[src/rtl/xb_pkg.sv]
package xb_pkg;
  typedef enum logic [1:0] {
    XB_IDLE  = 2'd0,
    XB_BCAST = 2'd1,
    XB_READ  = 2'd2,
    XB_WRITE = 2'd3
  } xb_cyc_e;
endpackage

[src/rtl/xb_mode_gate.sv]
module xb_mode_gate #(
  parameter logic [1:0] MODE_CODE = 2'b10
) (
  input  logic       cfg_ext_dis,
  input  logic [1:0] cfg_port_mode,
  input  logic       xirq,
  input  logic       xdrq,
  input  logic       host_tc,
  output logic       active,
  output logic       host_irq7,
  output logic       host_drq,
  output logic       xtc
);
  always_comb begin
    active    = !cfg_ext_dis && (cfg_port_mode == MODE_CODE);
    host_irq7 = active && xirq;
    host_drq  = active && xdrq;
    xtc       = active && host_tc;
  end
endmodule

[src/rtl/xb_window.sv]
module xb_window #(
  parameter int ADDR_W = 10,
  parameter int DATA_W = 8,
  parameter int LOW_W  = 3
) (
  input  logic              clk,
  input  logic              rst_n,
  input  logic              cfg_sel,
  input  logic [DATA_W-1:0] cfg_data,
  input  logic              cfg_coarse,
  input  logic [ADDR_W-1:0] host_addr,
  output logic              hit
);
  // byte bit k maps to host address bit k+BASE_LSB
  localparam int BASE_LSB = ADDR_W - DATA_W;

  logic [DATA_W-1:0]     base_q;
  logic                  valid_q;
  logic [ADDR_W-1:LOW_W] match;

  always_ff @(posedge clk or negedge rst_n) begin
    if (!rst_n) begin
      base_q  <= '0;
      valid_q <= 1'b0;
    end else if (cfg_sel) begin
      base_q  <= cfg_data;
      valid_q <= 1'b1;
    end
  end

  for (genvar i = LOW_W; i < ADDR_W; i++) begin : g_cmp
    assign match[i] = (host_addr[i] == base_q[i-BASE_LSB]);
  end

  // bit LOW_W is the one term the coarse window drops
  assign hit = valid_q && (&match[ADDR_W-1:LOW_W+1]) && (cfg_coarse || match[LOW_W]);
endmodule

[src/rtl/xb_strobe.sv]
module xb_strobe
  import xb_pkg::*;
#(
  parameter int ADDR_W = 10,
  parameter int DATA_W = 8,
  parameter int LOW_W  = 3
) (
  input  logic              clk,
  input  logic              rst_n,
  input  logic              active,
  input  logic              hit,
  input  logic              cfg_sel,
  input  logic [DATA_W-1:0] cfg_data,
  input  logic              host_aen,
  input  logic              host_ior_n,
  input  logic              host_iow_n,
  input  logic [ADDR_W-1:0] host_addr,
  input  logic [DATA_W-1:0] host_wdata,
  output logic              xrd_n,
  output logic              xwr_n,
  output logic [LOW_W-1:0]  xa,
  output logic [DATA_W-1:0] pd_out,
  output logic              pd_oe,
  output logic              rd_phase
);
  xb_cyc_e           cyc_d, cyc_q;
  logic [LOW_W-1:0]  xa_q;
  logic [DATA_W-1:0] pd_q;
  logic              cmd_ok;

  always_comb begin
    cmd_ok = hit && !host_aen;
    if (!active)                    cyc_d = XB_IDLE;
    else if (cfg_sel)               cyc_d = XB_BCAST;
    else if (cmd_ok && !host_iow_n) cyc_d = XB_WRITE;
    else if (cmd_ok && !host_ior_n) cyc_d = XB_READ;
    else                            cyc_d = XB_IDLE;
  end

  always_ff @(posedge clk or negedge rst_n) begin
    if (!rst_n) begin
      cyc_q <= XB_IDLE;
      xa_q  <= '0;
      pd_q  <= '0;
    end else begin
      cyc_q <= cyc_d;
      if (cyc_d == XB_READ || cyc_d == XB_WRITE) xa_q <= host_addr[LOW_W-1:0];
      if (cyc_d == XB_BCAST)      pd_q <= cfg_data;
      else if (cyc_d == XB_WRITE) pd_q <= host_wdata;
    end
  end

  assign xrd_n    = !(cyc_q == XB_BCAST || cyc_q == XB_READ);
  assign xwr_n    = !(cyc_q == XB_BCAST || cyc_q == XB_WRITE);
  assign pd_oe    = (cyc_q == XB_BCAST || cyc_q == XB_WRITE);
  assign rd_phase = (cyc_q == XB_READ);
  assign xa       = xa_q;
  assign pd_out   = pd_q;
endmodule

[src/rtl/xb_bridge.sv]
module xb_bridge #(
  parameter int         ADDR_W    = 10,
  parameter int         DATA_W    = 8,
  parameter int         LOW_W     = 3,
  parameter logic [1:0] MODE_CODE = 2'b10
) (
  input  logic              clk,
  input  logic              rst_n,
  input  logic              cfg_ext_dis,
  input  logic [1:0]        cfg_port_mode,
  input  logic              cfg_coarse,
  input  logic              cfg_sel,
  input  logic [DATA_W-1:0] cfg_data,
  input  logic [ADDR_W-1:0] host_addr,
  input  logic              host_aen,
  input  logic              host_ior_n,
  input  logic              host_iow_n,
  input  logic [DATA_W-1:0] host_wdata,
  output logic [DATA_W-1:0] host_rdata,
  output logic              host_rdata_oe,
  input  logic              host_tc,
  output logic              host_irq7,
  output logic              host_drq,
  output logic              xrd_n,
  output logic              xwr_n,
  output logic [LOW_W-1:0]  xa,
  output logic [DATA_W-1:0] pd_out,
  output logic              pd_oe,
  input  logic [DATA_W-1:0] pd_in,
  input  logic              xirq,
  input  logic              xdrq,
  output logic              xtc
);
  logic active, hit, rd_phase;

  xb_mode_gate #(.MODE_CODE(MODE_CODE)) u_gate (
    .cfg_ext_dis(cfg_ext_dis), .cfg_port_mode(cfg_port_mode),
    .xirq(xirq), .xdrq(xdrq), .host_tc(host_tc),
    .active(active), .host_irq7(host_irq7), .host_drq(host_drq), .xtc(xtc)
  );

  xb_window #(.ADDR_W(ADDR_W), .DATA_W(DATA_W), .LOW_W(LOW_W)) u_win (
    .clk(clk), .rst_n(rst_n), .cfg_sel(cfg_sel), .cfg_data(cfg_data),
    .cfg_coarse(cfg_coarse), .host_addr(host_addr), .hit(hit)
  );

  xb_strobe #(.ADDR_W(ADDR_W), .DATA_W(DATA_W), .LOW_W(LOW_W)) u_stb (
    .clk(clk), .rst_n(rst_n), .active(active), .hit(hit),
    .cfg_sel(cfg_sel), .cfg_data(cfg_data), .host_aen(host_aen),
    .host_ior_n(host_ior_n), .host_iow_n(host_iow_n), .host_addr(host_addr),
    .host_wdata(host_wdata), .xrd_n(xrd_n), .xwr_n(xwr_n), .xa(xa),
    .pd_out(pd_out), .pd_oe(pd_oe), .rd_phase(rd_phase)
  );

  assign host_rdata_oe = rd_phase;
  assign host_rdata    = rd_phase ? pd_in : '0;
endmodule

[config.mk]
export PLATFORM = sky130hd
export DESIGN_NAME = xb_bridge
export DESIGN_NICKNAME = d
export VERILOG_FILES = /design/src/rtl/xb_pkg.sv /design/src/rtl/xb_mode_gate.sv /design/src/rtl/xb_window.sv /design/src/rtl/xb_strobe.sv /design/src/rtl/xb_bridge.sv
export SDC_FILE = /design/constraint.sdc
export NUM_CORES = 1
export LEC_CHECK = 0
export ABC_AREA = 1
export CORE_ASPECT_RATIO = 1.1
export CORE_MARGIN = 2
export CORE_UTILIZATION = 37
export DETAILED_ROUTE_END_ITERATION = 7
export GPL_TIMING_DRIVEN = 0
export PLACE_DENSITY = 0.76
export SLEW_MARGIN = 30
export SYNTH_ARGS = -nofsm -noshare
export SYNTH_HDL_FRONTEND = slang
export SYNTH_SLANG_ARGS = --single-unit
[constraint.sdc]
create_clock -name clk -period 1.6 [get_ports clk]
set_input_delay 0.24 -clock clk [delete_from_list [all_inputs] [get_ports clk]]
set_output_delay 0.24 -clock clk [all_outputs]
set_load 0.02 [all_outputs]
==> run metrics <==
Post-Layout Inst Area=2100 sq um; Antenna diodes=0; Top FF cell, synth=dfrtp_1; register area=526 sq um; outcome=finished, final reports clean; Global Route Usage Sum=16.6%; Residual DRC=0; Req. time, crit path=1.36 ns; max-slew violations=0; area of the mapped netlist=1250 sq um; fin crit share=98.4%; Slew @ Worst Pin=0.473 ns; Root Buffer=clkbuf_4; Die Y=64.9 microns; PortBufs=71; fin worst setup slack=0.0253 ns; fmax=635 MHz; DP Wirelength=2420 microns; CTS tree=built; Post-Route WL=3020 microns; Layout area overhead=68.2%; total power=1.30 mW; min cycle time layout=1.57 ns; reg-to-reg startpoint=u_win.base_q[3]; Seq/Total Area, Yosys=42.2%; Max Root-Sink Buffers=2; pre-CTS setup slack=-0.498 ns; top-count cell post-synth=nand2_1; VDD IR max=0.000356 V; clk slew on worst S/H paths=0.12 ns; via count=1322; starting DRC count in detailed routing=19; # clock sinks=21; EDFF count, synth=0; hold crit path type=input port to flip-flop; FFs w/ async S/R, synth=100%; multi-input logic area=606 sq um; fraction of layout cells with a size suffix above 1=22.5%; post-placement cell area=2000 sq um; Worst setup EP type=output port; largest net degree at the start of global routing=22; GPL Wtd Cong=0.761; Antenna Nets Post-Route=0; critical path launch point type=flip-flop; largest cells by area after synthesis=dfrtp_1 42%, nand2_1 20%, inv_1 9.6%, nand3_1 5.2%, ha_1 3.0%; Layout Skew=0.00267 ns; starting density of the core=38.0%; Final Hold Vio Count=0; Yosys reg bits=21; full die area=3850 sq um; Max Cap Viol=0; Clk Latency, worst-skew pair=0.31 ns; core area=3280 sq um; NumNets Final=304; chip width=59.3 microns; Yosys top cell area share=42.2%; row cnt=22; Slew HR=68.5%; vias in the first global route=1214; Avg WL per Cell=10.5 microns; power density cells=620 nW/um^2; initial antenna violation count=0; slowest stage delay, CP=0.41 ns; crit path kind=flip-flop to output port; Crit. Startpoint=u_stb.cyc_q[0]; Syn Inst Count=175; first-pass GRT wire length=4910 microns; setup TNS=0 ns; RSZ-0062 raised after global routing=yes; H-tree levels=1; Yosys cell types=25; WP data arrival=1.33 ns; syn nets=225; Ys Warns=0; worst-path maximum fanout=8; global route overflow=0; drt pass-1 iters=4; CTS Buf Count=3; hold wc startpoint=cfg_sel; Leakage=1.11 nW; Fillers=299; Cell Chain, Critical Path=inv_1, ha_2, buf_8, nand2_2, inv_2, buf_6; top post-synthesis cells by count=67 x nand2_1, 32 x inv_1, 21 x dfrtp_1; area leader, netlist=dfrtp_1; final-report setup violation count=0; Via density=4.57; slowest stage cell, crit path=dfrtp_1; Syn Area/Cell=7.12 sq um; # IOs=73
-- logic make-up after synthesis --
kind of cell / count (synthesis) / share of synthesized area [%]
xor gates and xnor gates: 2 / 1.41
buffers and inverters: 39 / 12.9
adders and majority gates: 3 / 3.01
AOI/OAI and AO/OA: 12 / 6.32
DFF: 21 / 42.2
and+or+nand+nor: 98 / 34.2
-- registers in the layout (all words and copies together) (netlist names) --
signal and flops:
u_win.valid_q 1, u_stb.pd_out 8, u_win.base_q 7, u_stb.xa 3, u_stb.cyc_q 2
-- routing by layer --
layer / vias up / global-route usage (%) / wire length, microns
li1: 675 / - / -
met1: 590 / 18.5 / 1190
met2: 53 / 29.9 / 1560
met3: 4 / 3.59 / 247
met4: 0 / 5.97 / 27
met5: - / 0 / 0
-- final cells by class --
| type | count | area share (%) |
|---|---|---|
| Tap cell | 36 | 2.15 |
| Inverter | 34 | 6.15 |
| Timing Repair Buffer | 74 | 34.4 |
| Sequential cell | 21 | 25.1 |
| Buffer | 5 | 2.03 |
| Clock buffer | 4 | 1.25 |
| Multi-Input combinational cell | 115 | 28.9 |
-- power breakdown --
part / internal [mW] / switching (mW) / total (mW)
registers: 0.587 / 0.0301 / 0.617
clock network: 0.0973 / 0.166 / 0.264
logic: 0.225 / 0.193 / 0.418
-- cells in the final DEF, fill, tap and decap left out, types with 2 or more instances in the layout --
cell type / count
nand2_1: 59
clkdlybuf4s50_1: 55
inv_1: 24
dfrtp_1: 21
nand3_1: 13
buf_6: 10
inv_2: 9
nand2_2: 9
nor2_1: 8
o21ai_0: 7
buf_2: 6
buf_4: 3
o21ai_2: 3
clkbuf_4: 3
nor2_2: 2
nand2_4: 2
clkbuf_1: 2
-- final timing paths --
kind | depth (start not counted) | slack (ns) | to
worst max-delay path | 6 | 0.03 | host_rdata[2]
worst min-delay path | 5 | 0.37 | u_stb.pd_out[0]
worst max register to register | 8 | 0.27 | u_stb.pd_out[0]
worst min register to register | 2 | 0.49 | u_stb.pd_out[7]
max in group asynchronous | 2 | 0.87 | u_win.base_q[1]
min in group asynchronous | 2 | 0.41 | u_win.base_q[5]
-- repair_timing --
action / in CTS / in global routing
endpoints found under the hold margin: 0 / 21
hold buffers: 0 / 1
endpoints found under the setup margin: 15 / 12
pin swaps: 1 / 1
gates resized for setup: 67 / 33
setup buffers: 2 / 0
gates cloned: 0 / 0
-- worst max-delay path, delay by kind of cell (launching register included) --
| kind | cells | cell delay (ns) |
|---|---|---|
| flip-flops | 1 | 0.41 |
| buffers and inverters | 4 | 0.36 |
| adder cells (fa/ha/maj) | 1 | 0.20 |
| AND/OR/NAND/NOR | 1 | 0.05 |
-- per-stage QoR --
step	cells	util, %	hold WS (ns)
6_report	289	64.0	0.369
5_1_grt	289	64.0	0.401
4_1_cts	288	61.3	0.375
3_5_place_dp	282	61.1	0.462
3_3_place_gp	282	61.1	0.453
2_1_floorplan	175	-	-0.0556
Power figures use the tool's default switching activity.
